## src/rtl/ecmul_regfront_pkg.sv

```systemverilog
package ecmul_regfront_pkg;
  localparam int DATA_W = 32;
  localparam int ADDR_W = 6;

  localparam logic [ADDR_W-1:0] A_NAME0 = 6'h00;
  localparam logic [ADDR_W-1:0] A_NAME1 = 6'h01;
  localparam logic [ADDR_W-1:0] A_VER   = 6'h02;
  localparam logic [ADDR_W-1:0] A_CTRL  = 6'h08;
  localparam logic [ADDR_W-1:0] A_STAT  = 6'h09;

  // bank pages: address bits [5:3]
  localparam logic [2:0] PG_K = 3'd4;
  localparam logic [2:0] PG_X = 3'd5;
  localparam logic [2:0] PG_Y = 3'd6;

  localparam int BIT_NEXT  = 1;
  localparam int BIT_VALID = 1;
  localparam int BIT_READY = 0;
endpackage

```

## src/rtl/ecmul_regfront_bank.sv

```systemverilog
module ecmul_regfront_bank #(
  parameter int W     = 32,
  parameter int DEPTH = 8,
  localparam int IW   = $clog2(DEPTH)
) (
  input  logic               clk,
  input  logic               rst_n,
  input  logic               we,
  input  logic [IW-1:0]      widx,
  input  logic [W-1:0]       wdata,
  output logic [DEPTH*W-1:0] all_q
);
  for (genvar g = 0; g < DEPTH; g++) begin : g_word
    logic          en;
    logic [W-1:0]  d;
    logic [W-1:0]  q;
    always_comb begin
      en = we && (widx == IW'(g));
      d  = wdata;
    end
    always_ff @(posedge clk or negedge rst_n) begin
      if (!rst_n)  q <= '0;
      else if (en) q <= d;
    end
    assign all_q[g*W +: W] = q;
  end
endmodule

```

## src/rtl/ecmul_regfront_ctrl.sv

```systemverilog
module ecmul_regfront_ctrl (
  input  logic clk,
  input  logic rst_n,
  input  logic ctrl_wr,
  input  logic ctrl_bit,
  input  logic eng_done,
  output logic next_q,
  output logic start_q,
  output logic valid_q
);
  logic next_d, start_d, valid_d;

  always_comb begin
    next_d  = ctrl_wr ? ctrl_bit : next_q;
    start_d = ctrl_wr && ctrl_bit && !next_q;
    if (start_d)       valid_d = 1'b0;
    else if (eng_done) valid_d = 1'b1;
    else               valid_d = valid_q;
  end

  always_ff @(posedge clk or negedge rst_n) begin
    if (!rst_n) begin
      next_q  <= 1'b0;
      start_q <= 1'b0;
      valid_q <= 1'b0;
    end else begin
      next_q  <= next_d;
      start_q <= start_d;
      valid_q <= valid_d;
    end
  end
endmodule

```

## src/rtl/ecmul_regfront.sv

```systemverilog
module ecmul_regfront
  import ecmul_regfront_pkg::*;
#(
  parameter logic [31:0] ID_NAME0   = 32'h65636d75,
  parameter logic [31:0] ID_NAME1   = 32'h6c323536,
  parameter logic [31:0] ID_VERSION = 32'h00010000,
  parameter int          WORDS      = 8
) (
  input  logic        clk,
  input  logic        rst_n,
  input  logic        bus_sel,
  input  logic        bus_wr,
  input  logic [5:0]  bus_addr,
  input  logic [31:0] bus_wdata,
  output logic [31:0] bus_rdata,
  output logic        eng_start,
  input  logic        eng_ready,
  input  logic        eng_done,
  input  logic [2:0]  eng_k_idx,
  output logic [31:0] eng_k_word,
  input  logic        eng_res_we,
  input  logic        eng_res_sel,
  input  logic [2:0]  eng_res_idx,
  input  logic [31:0] eng_res_word
);
  localparam int IW   = $clog2(WORDS);
  localparam int BANK = WORDS * DATA_W;

  logic            rd_acc, wr_acc;
  logic [2:0]      page;
  logic [IW-1:0]   idx;
  logic [BANK-1:0] k_all, x_all, y_all;
  logic            next_q, valid_q;
  logic [31:0]     rd_d, rdata_q;

  assign rd_acc = bus_sel && !bus_wr;
  assign wr_acc = bus_sel && bus_wr;
  assign page   = bus_addr[5:3];
  assign idx    = bus_addr[IW-1:0];

  ecmul_regfront_bank #(.W(DATA_W), .DEPTH(WORDS)) u_kbank (
    .clk(clk), .rst_n(rst_n),
    .we(wr_acc && page == PG_K), .widx(idx), .wdata(bus_wdata),
    .all_q(k_all));

  ecmul_regfront_bank #(.W(DATA_W), .DEPTH(WORDS)) u_xbank (
    .clk(clk), .rst_n(rst_n),
    .we(eng_res_we && !eng_res_sel), .widx(eng_res_idx), .wdata(eng_res_word),
    .all_q(x_all));

  ecmul_regfront_bank #(.W(DATA_W), .DEPTH(WORDS)) u_ybank (
    .clk(clk), .rst_n(rst_n),
    .we(eng_res_we && eng_res_sel), .widx(eng_res_idx), .wdata(eng_res_word),
    .all_q(y_all));

  ecmul_regfront_ctrl u_ctrl (
    .clk(clk), .rst_n(rst_n),
    .ctrl_wr(wr_acc && bus_addr == A_CTRL),
    .ctrl_bit(bus_wdata[BIT_NEXT]),
    .eng_done(eng_done),
    .next_q(next_q), .start_q(eng_start), .valid_q(valid_q));

  assign eng_k_word = k_all[eng_k_idx*DATA_W +: DATA_W];

  always_comb begin
    rd_d = '0;
    case (page)
      PG_K: rd_d = k_all[idx*DATA_W +: DATA_W];
      PG_X: rd_d = x_all[idx*DATA_W +: DATA_W];
      PG_Y: rd_d = y_all[idx*DATA_W +: DATA_W];
      default: begin
        case (bus_addr)
          A_NAME0: rd_d = ID_NAME0;
          A_NAME1: rd_d = ID_NAME1;
          A_VER:   rd_d = ID_VERSION;
          A_CTRL:  rd_d[BIT_NEXT] = next_q;
          A_STAT: begin
            rd_d[BIT_VALID] = valid_q;
            rd_d[BIT_READY] = eng_ready;
          end
          default: rd_d = '0;
        endcase
      end
    endcase
  end

  always_ff @(posedge clk or negedge rst_n) begin
    if (!rst_n)      rdata_q <= '0;
    else if (rd_acc) rdata_q <= rd_d;
  end

  assign bus_rdata = rdata_q;
endmodule

```

## config.mk

```make
export PLATFORM = sky130hd
export DESIGN_NAME = ecmul_regfront
export DESIGN_NICKNAME = d
export VERILOG_FILES = /design/src/rtl/ecmul_regfront_pkg.sv /design/src/rtl/ecmul_regfront_bank.sv /design/src/rtl/ecmul_regfront_ctrl.sv /design/src/rtl/ecmul_regfront.sv
export SDC_FILE = /design/constraint.sdc
export NUM_CORES = 1
export LEC_CHECK = 0
export BUFFER_PORTS_ARGS = -buffer_cell sky130_fd_sc_hd__buf_4
export CORE_ASPECT_RATIO = 0.7
export CORE_UTILIZATION = 47
export DETAILED_ROUTE_END_ITERATION = 10
export SYNTH_ARGS = -nofsm -noshare
export SYNTH_HDL_FRONTEND = slang
export SYNTH_SLANG_ARGS = --single-unit
```

## constraint.sdc

```tcl
create_clock -name clk -period 3.1 [get_ports clk]
set_input_delay 0.62 -clock clk [delete_from_list [all_inputs] [get_ports clk]]
set_output_delay 0.62 -clock clk [all_outputs]
set_load 0.005 [all_outputs]
```

==> summary.txt <==
Clocking
  • CTS H-tree lvls: 3
  • Clock Sinks: between 800 and 900
  • CTS Buf Count: 81
  • CTS clock-pin slew for the worst setup and hold paths: around 0.070 ns
  • CTS Hold Bufs: 1
  • Setup Fix Bufs, Post-CTS: 0
  • Clock tree buffer depth: 3
  • CTS resizes: 0
  • Clk_lat worst skew: 0.66 ns
  • CTS tree: done
  • CTS root buf: clkbuf_16

Synth
  • Mean Syn Cell Area: approximately 13 um2
  • Synth unique cells: 67
  • #FFs+latches synth: around 800
  • Main synth FF type: dfrtp_1
  • Ys Warns: 0
  • Cell Area, Synth: ~38000 um2
  • FFs w/ async S/R, synth: 100%
  • Largest cells by area after synthesis: dfrtp_1, mux2_2, mux4_2
  • Syn Nets: slightly above 3000
  • Cells after synthesis: about 3000
  • Post-synth EDFFs: 0
  • Synth top area share: 52.5%
  • Post-synthesis sequential area ratio: a little over half
  • Synth area leader: dfrtp_1

Critical path
  • Flop-to-flop setup slack: 1.38 ns
  • Crit-path max cell delay: around 0.56 ns
  • CP Cell Sequence: buf_4 -> buf_12 -> mux4_2 -> mux2_2 -> buf_4
  • Critical path type: primary input to output port
  • CP top delay family: multiplexers
  • WP data required: approximately 2.5 ns
  • Crit path max fanout: 36
  • CP arrival: approximately 2.2 ns
  • Critical Path Sink Type: output port
  • Worst Path Buf+Inv: 3
  • RR Startpoint: u_kbank.g_word[1].q[11]$_DFFE_PN0P_
  • Reg2Reg Depth: 5
  • R2R Path End: bus_rdata[11]$_DFFE_PN0P_
  • Cell mode on critical path: buf_4
  • Setup crit start kind: primary input
  • Slowest cell on crit path: mux4_2

Timing
  • Worst-Margin Slew: 0.890 ns
  • Final Setup Violations: 0
  • Final Max Slew Viols: 0
  • Fin crit share: just under 90%
  • Period minus WS final: 2.77 ns
  • Hold Violations, Final: 0
  • Clock Skews: around 0.027 ns
  • Setup TNS: 0 ns
  • Slew HR: 40.5%
  • FMAX: 0.361 GHz
  • RSZ-0062 raised after global routing: false
  • Fin worst setup slack: approximately 0.33 ns
  • WHS: between 0.2 and 0.25 ns

Detailed routing
  • Iter 0 DRT Violations: between 3000 and 4000
  • Avg WL per Cell: approximately 31 um
  • Final ANT Viol Nets: 0
  • Final wirelength: around 130000 um
  • DR vias: around 28000
  • # DRC: 0
  • Via density: between 6 and 7
  • TritonRoute pass-1 iters: 7

Finish
  • Layout cell share with drive strength beyond 1: between 30 and 40%
  • Area Growth Syn to Fin: 14.8%
  • Finished Cell Area: ~44000 um2
  • Final-layout fill cell count: 6716
  • Post-layout util: ~55%
  • Most common cell after layout, fill and taps aside: dfrtp_1
  • Nets: between 3000 and 4000
  • Most frequent cells in the layout: dfrtp_1, mux2_2, buf_4

Place
  • Gpl congestion: approximately 0.86
  • PortBufs: between 100 and 150
  • Placed cell area: 41300 um2
  • Place WS: 0.325 ns
  • Post-DP HPWL: 80100 um

Global route
  • Initial antenna violation count: 4
  • Total gr overflow: 0
  • Number of global-route vias before repair: 28300
  • Total GRT Usage: 31.5%
  • Global-route wire length before repair: about 190000 um
  • Largest net degree at the start of global routing: 122

Worst hold path
  • Hold Startpoint: eng_done
  • Worst hold endpoint: u_ctrl.valid_q$_DFFE_PN0P_
  • Hold Crit Class: primary input to register
  • Hold path depth: 3

Power and ir drop
  • PwrDens: about 630 nW/um2
  • Seq pwr share: just under 50%
  • Cell Int Power: slightly above 20 mW
  • Sw Ratio: between 20% and 30%
  • Max VDD drop: about 380 uV
  • Clk pwr share: 35.8%
  • Static Leak: about 19 nW
  • Switch Pwr: roughly 7.5 mW
  • Combinational Power Share: between 15 and 20%

Floorplanning
  • Die height: 241 um
  • Die ar.: 82700 um2
  • Die Width: about 340 um
  • Io pins: approximately 150
  • Starting Density: a little under half
  • Core Box Area: 80600 um2
  • FP Rows: between 80 and 90

Run
  • Maxcap violations: 0

Outcome
  • Run status: finished, final reports clean
==> through the flow <==
stage	power (mW)	instances
after CTS	27.8	4192
after global placement	17.6	4047
final	27.6	4195
after detailed placement	17.9	4047
after floorplan	16.1	2954
after global routing	28.8	4194
==> area by class of cell <==
| type | instances | area, um2 | share of cell area [%] |
|---|---|---|---|
| Inverter | 48 | 180 | 0.410 |
| Clock buffer | 110 | 2270 | 5.16 |
| Antenna cell | 3 | 7.51 | 0.0171 |
| Sequential cell | 803 | 20100 | 45.7 |
| Multi-Input combinational cell | 1834 | 16900 | 38.4 |
| Clock inverter | 34 | 363 | 0.826 |
| Tap cell | 1068 | 1340 | 3.04 |
| Timing Repair Buffer | 295 | 2840 | 6.46 |
==> flip-flops by register name, indices dropped and copies added, names as in the netlist <==
register and count:
u_ybank.g_word.q 256, u_kbank.g_word.q 256, bus_rdata 32, u_ctrl.valid_q 1
u_ctrl.next_q 1, u_xbank.g_word.q 256, u_ctrl.start_q 1
==> worst max-delay path by stage <==
stage,start,to,slack (ns),cells after the start
after floorplan,eng_k_idx[0],eng_k_word[16],0.38,4
after CTS,eng_k_idx[0],eng_k_word[25],0.32,5
final,eng_k_idx[0],eng_k_word[25],0.33,5
after detailed placement,eng_k_idx[0],eng_k_word[25],0.32,5
after global routing,eng_k_idx[0],eng_k_word[25],0.27,5
after global placement,eng_k_idx[0],eng_k_word[25],0.34,5
==> cell families (layout without fill, tap and decap cells) <==
| family | after synthesis | in the layout | synth area share, % |
|---|---|---|---|
| multiplexers | 840 | 840 | 26.6 |
| flip-flops | 803 | 803 | 52.5 |
| AO/OA/AOI/OAI | 736 | 736 | 13.6 |
| buffers and inverters | 317 | 487 | 3.82 |
| AND/OR/NAND/NOR | 257 | 257 | 3.49 |
| XOR/XNOR | 1 | 1 | 0.0229 |
| other | 0 | 3 | 0 |
==> tightest hold or removal path: stages <==
cell and delay, ns:
buf_4 0.08, nor2_1 0.04, nor2_1 0.09
==> cells in the mapped netlist, types with 26 or more instances <==
library cell / count
inv_1: 46
a221o_1: 93
dfrtp_1: 803
a21oi_1: 148
nor2_1: 48
o22ai_1: 121
buf_2: 100
mux4_2: 64
clkbuf_1: 112
mux2_1: 72
nand2_1: 86
o21ai_0: 76
a211oi_1: 27
o221ai_1: 71
mux2_2: 703
nor3_1: 26
a221oi_1: 48
buf_1: 26
nor4_1: 26
==> per-layer routing <==
| layer | vias up | part of all wire, % | GRT usage, % | routed length, um |
|---|---|---|---|---|
| li1 | 11500 | - | - | - |
| met1 | 14800 | 45 | 46.4 | 57600 |
| met2 | 1390 | 44 | 46.5 | 56800 |
| met3 | 231 | 8.3 | 6.73 | 10700 |
| met4 | 4 | 2.8 | 9.63 | 3590 |
| met5 | - | 0.021 | 0 | 27 |
==> power by group through the flow <==
stage               registers, mW  logic, mW  clock network [mW]
detailed placement           13.7       4.17                   0
floorplan                    13.3       2.83                   0
finish                       13.6       4.20                9.89
global route                 13.8       4.54                10.5
global placement             13.6       4.01                   0
CTS                          13.5       4.19                10.1
(Power assumes the default switching activity.)
